[config.mk]
export PLATFORM = sky130hd
export DESIGN_NAME = fbuf_stream
export DESIGN_NICKNAME = d
export VERILOG_FILES = /design/src/rtl/fbs_pkg.sv /design/src/rtl/fbs_addr_gen.sv /design/src/rtl/fbs_rd_pipe.sv /design/src/rtl/fbuf_stream.sv
export SDC_FILE = /design/constraint.sdc
export NUM_CORES = 1
export LEC_CHECK = 0
export ABC_AREA = 0
export CAP_MARGIN = 25
export CORE_UTILIZATION = 53
export DETAILED_ROUTE_END_ITERATION = 8
export MAX_ROUTING_LAYER = met4
export PLACE_DENSITY = 0.77
export SLEW_MARGIN = 10
export SYNTH_ARGS = -nofsm -noshare
export SYNTH_HDL_FRONTEND = slang
export SYNTH_SLANG_ARGS = --single-unit
[constraint.sdc]
create_clock -name clk -period 3 [get_ports clk]
set_clock_uncertainty 0.2 [all_clocks]
set_input_delay 0.45 -clock clk [delete_from_list [all_inputs] [get_ports clk]]
set_output_delay 0.45 -clock clk [all_outputs]
set_load 0.01 [all_outputs]
[src/rtl/fbs_pkg.sv]
package fbs_pkg;
   localparam int unsigned H_ACTIVE     = 640;
   localparam int unsigned V_ACTIVE     = 480;
   localparam int unsigned PIX_PER_BYTE = 2;
   localparam int unsigned FRAME_BYTES  = H_ACTIVE * V_ACTIVE / PIX_PER_BYTE;

   typedef enum logic [0:0] {
      ST_IDLE = 1'b0,
      ST_RUN  = 1'b1
   } run_state_e;
endpackage

[src/rtl/fbs_addr_gen.sv]
module fbs_addr_gen
   import fbs_pkg::*;
#(
   parameter int ADDR_W = 24,
   parameter int CNT_W  = 18
) (
   input  logic              clk,
   input  logic              rst_n,
   input  logic              enable,
   input  logic              fifo_req,
   input  logic [ADDR_W-1:0] cfg_base,
   input  logic [CNT_W-1:0]  cfg_count,
   output logic              rd_en,
   output logic [ADDR_W-1:0] rd_addr,
   output logic              running
);

   run_state_e        state_q;
   logic [ADDR_W-1:0] base_q;
   logic [ADDR_W-1:0] ptr_q;
   logic [CNT_W-1:0]  count_q;
   logic [CNT_W-1:0]  rem_q;
   logic              last_byte;

   assign running   = (state_q == ST_RUN);
   assign rd_en     = running && enable && fifo_req;
   assign rd_addr   = ptr_q;
   assign last_byte = (rem_q == CNT_W'(1));

   always_ff @(posedge clk) begin
      if (!rst_n) begin
         state_q <= ST_IDLE;
         base_q  <= '0;
         ptr_q   <= '0;
         count_q <= '0;
         rem_q   <= '0;
      end else begin
         case (state_q)
            ST_IDLE: begin
               if (enable && (cfg_count != '0)) begin
                  base_q  <= cfg_base;
                  ptr_q   <= cfg_base;
                  count_q <= cfg_count;
                  rem_q   <= cfg_count;
                  state_q <= ST_RUN;
               end
            end
            default: begin
               if (rd_en) begin
                  if (last_byte) begin
                     ptr_q <= base_q;
                     rem_q <= count_q;
                  end else begin
                     ptr_q <= ptr_q + ADDR_W'(1);
                     rem_q <= rem_q - CNT_W'(1);
                  end
               end
            end
         endcase
      end
   end

   AST_REM_IN_RANGE: assert property (@(posedge clk) disable iff (!rst_n)
      running |-> (rem_q != '0) && (rem_q <= count_q));
   AST_PTR_TRACKS_COUNT: assert property (@(posedge clk) disable iff (!rst_n)
      running |-> ((ptr_q - base_q) == ADDR_W'(count_q - rem_q)));
   AST_HOLD_WHEN_PAUSED: assert property (@(posedge clk) disable iff (!rst_n)
      (running && !rd_en) |=> ($stable(ptr_q) && $stable(rem_q)));
   AST_CFG_FROZEN: assert property (@(posedge clk) disable iff (!rst_n)
      running |=> ($stable(base_q) && $stable(count_q)));

endmodule

[src/rtl/fbs_rd_pipe.sv]
module fbs_rd_pipe #(
   parameter int DATA_W = 8,
   parameter int RD_LAT = 1
) (
   input  logic              clk,
   input  logic              rst_n,
   input  logic              rd_en,
   input  logic [DATA_W-1:0] mem_data,
   output logic              wr_en,
   output logic [DATA_W-1:0] wr_data
);

   logic              tap;
   logic              wr_q;
   logic [DATA_W-1:0] data_q;

   if (RD_LAT == 1) begin : g_lat_one
      logic vld_q;
      always_ff @(posedge clk) begin
         if (!rst_n) vld_q <= 1'b0;
         else        vld_q <= rd_en;
      end
      assign tap = vld_q;
   end else begin : g_lat_many
      logic [RD_LAT-1:0] vld_q;
      always_ff @(posedge clk) begin
         if (!rst_n) vld_q <= '0;
         else        vld_q <= {vld_q[RD_LAT-2:0], rd_en};
      end
      assign tap = vld_q[RD_LAT-1];
   end

   always_ff @(posedge clk) begin
      if (!rst_n) begin
         wr_q   <= 1'b0;
         data_q <= '0;
      end else begin
         wr_q <= tap;
         if (tap) data_q <= mem_data;
      end
   end

   assign wr_en   = wr_q;
   assign wr_data = data_q;

endmodule

[src/rtl/fbuf_stream.sv]
module fbuf_stream
   import fbs_pkg::*;
#(
   parameter int ADDR_W      = 24,
   parameter int DATA_W      = 8,
   parameter int FRAME_LEN   = FRAME_BYTES,
   parameter int CNT_W       = $clog2(FRAME_LEN + 1),
   parameter int RD_LAT      = 1
) (
   input  logic              clk,
   input  logic              rst_n,
   input  logic              enable,
   input  logic [ADDR_W-1:0] cfg_base,
   input  logic [CNT_W-1:0]  cfg_count,
   input  logic              fifo_req,
   output logic              mem_rd,
   output logic [ADDR_W-1:0] mem_addr,
   input  logic [DATA_W-1:0] mem_data,
   output logic              fifo_wr,
   output logic [DATA_W-1:0] fifo_data
);

   if (ADDR_W < 1 || ADDR_W > 64) begin : g_bad_addr
      $error("fbuf_stream: ADDR_W out of range");
   end
   if (DATA_W < 1) begin : g_bad_data
      $error("fbuf_stream: DATA_W must be positive");
   end
   if (RD_LAT < 1 || RD_LAT > 8) begin : g_bad_lat
      $error("fbuf_stream: RD_LAT must be 1 to 8");
   end
   if (CNT_W < 1 || CNT_W > 32 || (64'(1) << CNT_W) <= 64'(FRAME_LEN)) begin : g_bad_cnt
      $error("fbuf_stream: CNT_W cannot hold FRAME_LEN");
   end

   logic running;

   fbs_addr_gen #(
      .ADDR_W (ADDR_W),
      .CNT_W  (CNT_W)
   ) u_addr_gen (
      .clk       (clk),
      .rst_n     (rst_n),
      .enable    (enable),
      .fifo_req  (fifo_req),
      .cfg_base  (cfg_base),
      .cfg_count (cfg_count),
      .rd_en     (mem_rd),
      .rd_addr   (mem_addr),
      .running   (running)
   );

   fbs_rd_pipe #(
      .DATA_W (DATA_W),
      .RD_LAT (RD_LAT)
   ) u_rd_pipe (
      .clk      (clk),
      .rst_n    (rst_n),
      .rd_en    (mem_rd),
      .mem_data (mem_data),
      .wr_en    (fifo_wr),
      .wr_data  (fifo_data)
   );

   AST_IDLE_NO_WRITE: assert property (@(posedge clk) disable iff (!rst_n)
      !running |-> !fifo_wr);

   if (RD_LAT == 1) begin : g_wr_chk
      AST_WRITE_TWO_AFTER_READ: assert property (@(posedge clk) disable iff (!rst_n)
         fifo_wr == $past(mem_rd, 2));
   end

endmodule

; Yosys cells after proc, flatten, opt, wreduce, memory -nomap -nowiden
; Index checks and enable logic that the tools add are counted.
; W data, S select, Z words.
[word_totals]
reg_bits = 95
n_memories = 0
latch_bits = 0
wordCells = 30
mem_bits_ro = 0
ram_bits = 0
[op_classes]
n_lt_le_gt_ge = 0
multipliers = 0
muxes = 10
n_eq_ne = 2
addsub = 2
bitwise_logic = 1
n_reduce_logical = 7
div = 0
shifts = 0
[op_table]
columns = operator, n
row1 = $mux W24, 4
row2 = $mux W18, 4
row3 = $add A24 B1 Y24 const B, 1
row4 = $eq A18 B1 Y1 const B, 1
row5 = $reduce_bool A18 Y1, 1
row6 = $sub A18 B1 Y18 const B, 1
row7 = $reduce_and A2 Y1, 2
row8 = $logic_and A1 B1 Y1, 3
row9 = $mux W1, 2
row10 = $ne A2 B1 Y1 const B, 1
row11 = $reduce_bool A2 Y1, 1
row12 = $not A1 Y1, 1

; Depth between registers and ports, before layout
[depth]
ltp_word = 4
mapped_depth = 9
mapped_depth_nobuf = 7

; Modules after synthesis
; Synthesis repeated with hierarchy kept, for this count alone.
[hier_totals]
hier_cells = 666
area_unflattened_um2 = 5195.0
[modules_own_cells]
columns = module, seq_area_each_um2, area_per_inst_um2, cells_each, instances
row1 = fbs_addr_gen, 1701.6, 4839.6, 637, 1
row2 = fbs_rd_pipe, 200.2, 355.3, 29, 1

; Least setup slack after synthesis
; No wires, ideal clock.
[synth_timing]
path_type = input to register
from = in cfg_count[12]
to = reg u_addr_gen.base_q[0]
path_stages = 7
arrival_time_ps = 1895
n_path_buf = 2
required_time_ps = 2668
path_slack_ps = 773
path_cell_list = or4_1 -> or2_2 -> o21a_1 -> buf_2 -> buf_2 -> nand2_1 -> a21oi_1
[synth_between]
elab_chain_len = 3
[synth_rtl]
columns = item, line
row1 = start: declaration, fbuf_stream.sv:14  ; input logic [CNT_W-1:0] cfg_count,
row2 = $reduce_bool A18 Y1, fbs_addr_gen.sv:40  ; if (enable && (cfg_count != '0)) begin
row3 = $logic_and A1 B1 Y1, fbs_addr_gen.sv:40
row4 = $reduce_and A2 Y1 (no source line), --
row5 = end signal: assignment, fbs_addr_gen.sv:41  ; base_q <= cfg_base;
row6 = end: declaration, fbs_addr_gen.sv:19  ; logic [ADDR_W-1:0] base_q;
; No other way between the ends.
; A chain may end at the register's enable or synchronous reset.

; Worst setup path after layout
[layout_timing]
from = in enable
to = out mem_rd
[layout_between]
elab_chain_len = 2
[layout_rtl]
columns = item, line
row1 = start: declaration, fbuf_stream.sv:12  ; input logic enable,
row2 = $logic_and A1 B1 Y1 (2 in a row), fbs_addr_gen.sv:26  ; assign rd_en = running && enable && fifo_req;
row3 = end: declaration, fbuf_stream.sv:16  ; output logic mem_rd,
; No other way between the ends.

==> run metrics <==
status=finished, final reports clean; final worst-path cycle share=a little under nine tenths; IO Port Bufs=between 80 and 90; Synth cell types=a little over 60; Startpoint Class=primary input; gpl congestion=roughly 0.9; Inserted Clock Buffers=9; TNS Setup=0 ns; routed wire length=15700 um; Avg Inst Size Synth=7.78 sq um; Seq/Total Area, Yosys=37.5%; CTS sink count=95; CP peak stage delay=0.59 ns; first-pass GRT wire length=around 26000 um; DIE WIDTH=99.9 um; die area=0.00997 sq mm; Main synth FF type=dfxtp_1; DR iter-0 viols=around 500; largest net degree at the start of global routing=between 50 and 60; critical path class=primary input to output port; top cells by count, synth=123 x nand2_1, 95 x dfxtp_1, 72 x a21oi_1; share of layout cells above drive strength 1=approximately 7.9%; Syn. warnings=0; clock root buffer master=clkbuf_8; Combinational Power Share=between 20% and 30%; RSZ-0062 raised after global routing=no; n_diodes=0; VDD IR max=257 uV; power density over the cells=a little under 500 mW/mm^2; worst endpoint data arrival time=1.92 ns; final setup fails=0; crit-path cells=clkdlybuf4s50_1 > and3_1 > clkdlybuf4s50_1; Cell Rows=35; Post-DP HPWL=a little over 10000 um; Slew Limit Fails=0; # DRC=0; Synth async-reset ratio=0%; P_leak=around 0.0022 uW; Vias/cell=6.39; total grt overflow=0; post-synthesis cell count=about 650; Yosys reg bits=95; Max Buffers Root-to-Sink=2; maxcap violations=0; CP max stage cell=clkdlybuf4s50_1; Yosys top cell area share=between 30 and 40%; Power Internal=2150 uW; initial antenna violation count=0; Yosys top cell by area=dfxtp_1; Post-Syn Area=a little over 0.005 sq mm; switching part of the total=a little under a third; Crit path required time=approximately 2.4 ns; main area contributors after synthesis=dfxtp_1 37%, nand2_1 9.1%, a21oi_1 7.1%; vias in the first global route=5348; Place WS=around 0.16 ns; worst setup slack after layout=0.429 ns; vias=5458; ANT nets after route=0; syn nets=709; Fin. Hold Viols=0; worst-path maximum fanout=5; WL/cell=18.4 um; Relative slew margins=54.2%; post_cts resized=0; H-tree lvl count=3; first-pass detailed-route iteration total=6; top-count cell post-synth=nand2_1; final core utilization=roughly two thirds; worst slew pin tran=slightly below 0.7 ns; Top Ports=88; Critical Path End Type=output port; Core Area=between 0.009 and 0.01 sq mm; chip height=99.9 um; worst hold path type=flop to flop; Tmin final=between 2 and 3 ns; EDFF count, synth=0; most used cell, CP=clkdlybuf4s50_1; Net Sw Power=963 uW; Final nets=around 780; Fmax=389 MHz; Flop pwr share=46.4%; Hold Slack=approximately 0.26 ns; cts hold-fix bufs=0; Worst-Skew Late Latency=approximately 0.38 ns; clk slew on worst S/H paths=around 0.10 ns; postcts setup bufs=0; Starting Density=approximately 55%; gr usage total=between 30% and 40%; clock share of power=31.3%; Area growth, synth to finish=23.9%; CTS tree=built
[cells by family after synthesis]
kind of cell	synth area share [%]
simple gates	23.8
compound gates	27.4
flops	37.5
buf+inv	5.82
xor+xnor	2.76
mux	2.00
fa+ha+maj	0.740
[per-layer routing]
layer / up-vias / GRT usage (%) / share of wire [%]
met5: - / - / 0
met4: 0 / 13.8 / 2.6
met3: 48 / 5.22 / 9.1
met2: 312 / 55.4 / 47
met1: 2560 / 42.6 / 41
li1: 2538 / - / -
[placed cells by master, fill, tap and decap left out, types with 4 or more instances in the layout]
cell type        instances
buf_4                   22
nor3_1                  13
nand3_1                 25
clkdlybuf4s50_1         87
o21ai_0                 50
a311o_1                  4
nor2b_1                  4
o32ai_1                  7
nor2_1                  24
mux2i_1                  9
o31ai_1                  5
or3_1                    6
inv_1                    6
o221a_2                  5
a31oi_1                 26
o211ai_1                13
nand4_1                  9
or4_1                    6
a21oi_1                 71
nand2_1                123
nor4_1                   7
clkbuf_8                10
o31a_1                   5
dfxtp_1                 95
xnor2_1                 14
and3_1                  13
[power by group through the flow]
stage	Clock [uW]	Sequential [uW]	Combinational [uW]
floorplan	0	1460	406
global placement	0	1470	669
detailed placement	0	1470	679
CTS	970	1440	685
global route	1020	1460	759
finish	974	1450	695
[path summary, 6_finish.rpt]
path	from	endpoint	slack (ns)	depth (start not counted)
hold / removal	u_addr_gen.base_q[11]	u_addr_gen.base_q[11]	0.26	2
setup / recovery	enable	mem_rd	0.43	3
hold reg to reg	u_addr_gen.base_q[11]	u_addr_gen.base_q[11]	0.26	2
setup reg to reg	u_addr_gen.rem_q[6]	u_addr_gen.rem_q[10]	0.56	6
[layout make-up]
class | instances | area [sq um]
Inverter | 7 | 26.3
Fill cell | 797 | 2950
Clock inverter | 5 | 81.3
Sequential cell | 95 | 1900
Timing Repair Buffer | 112 | 1100
Multi-Input combinational cell | 495 | 2880
Clock buffer | 11 | 141
Tap cell | 129 | 161
[state kept, by name, indices dropped and copies added (netlist names)]
| signal | flops |
|---|---|
| u_addr_gen.rem_q | 18 |
| u_addr_gen.running | 1 |
| u_rd_pipe.g_lat_one.vld_q | 1 |
| u_addr_gen.count_q | 18 |
| u_addr_gen.base_q | 24 |
| u_addr_gen.rd_addr | 24 |
| u_rd_pipe.wr_data | 8 |
| u_rd_pipe.wr_en | 1 |
[stage by stage]
step / cell area (sq um) / power, uW / instances
5_1_grt: 6290 / 3240 / 854
2_1_floorplan: 5070 / 1860 / 652
3_5_place_dp: 6070 / 2150 / 838
4_1_cts: 6290 / 3100 / 854
3_3_place_gp: 6070 / 2140 / 838
6_report: 6290 / 3120 / 854
[worst max-delay path, delay by kind of cell]
kind | cells | cell delay (ns)
buffers and inverters | 2 | 1.12
AND/OR/NAND/NOR | 1 | 0.34
Note: power is estimated with default switching activity, not from simulation.
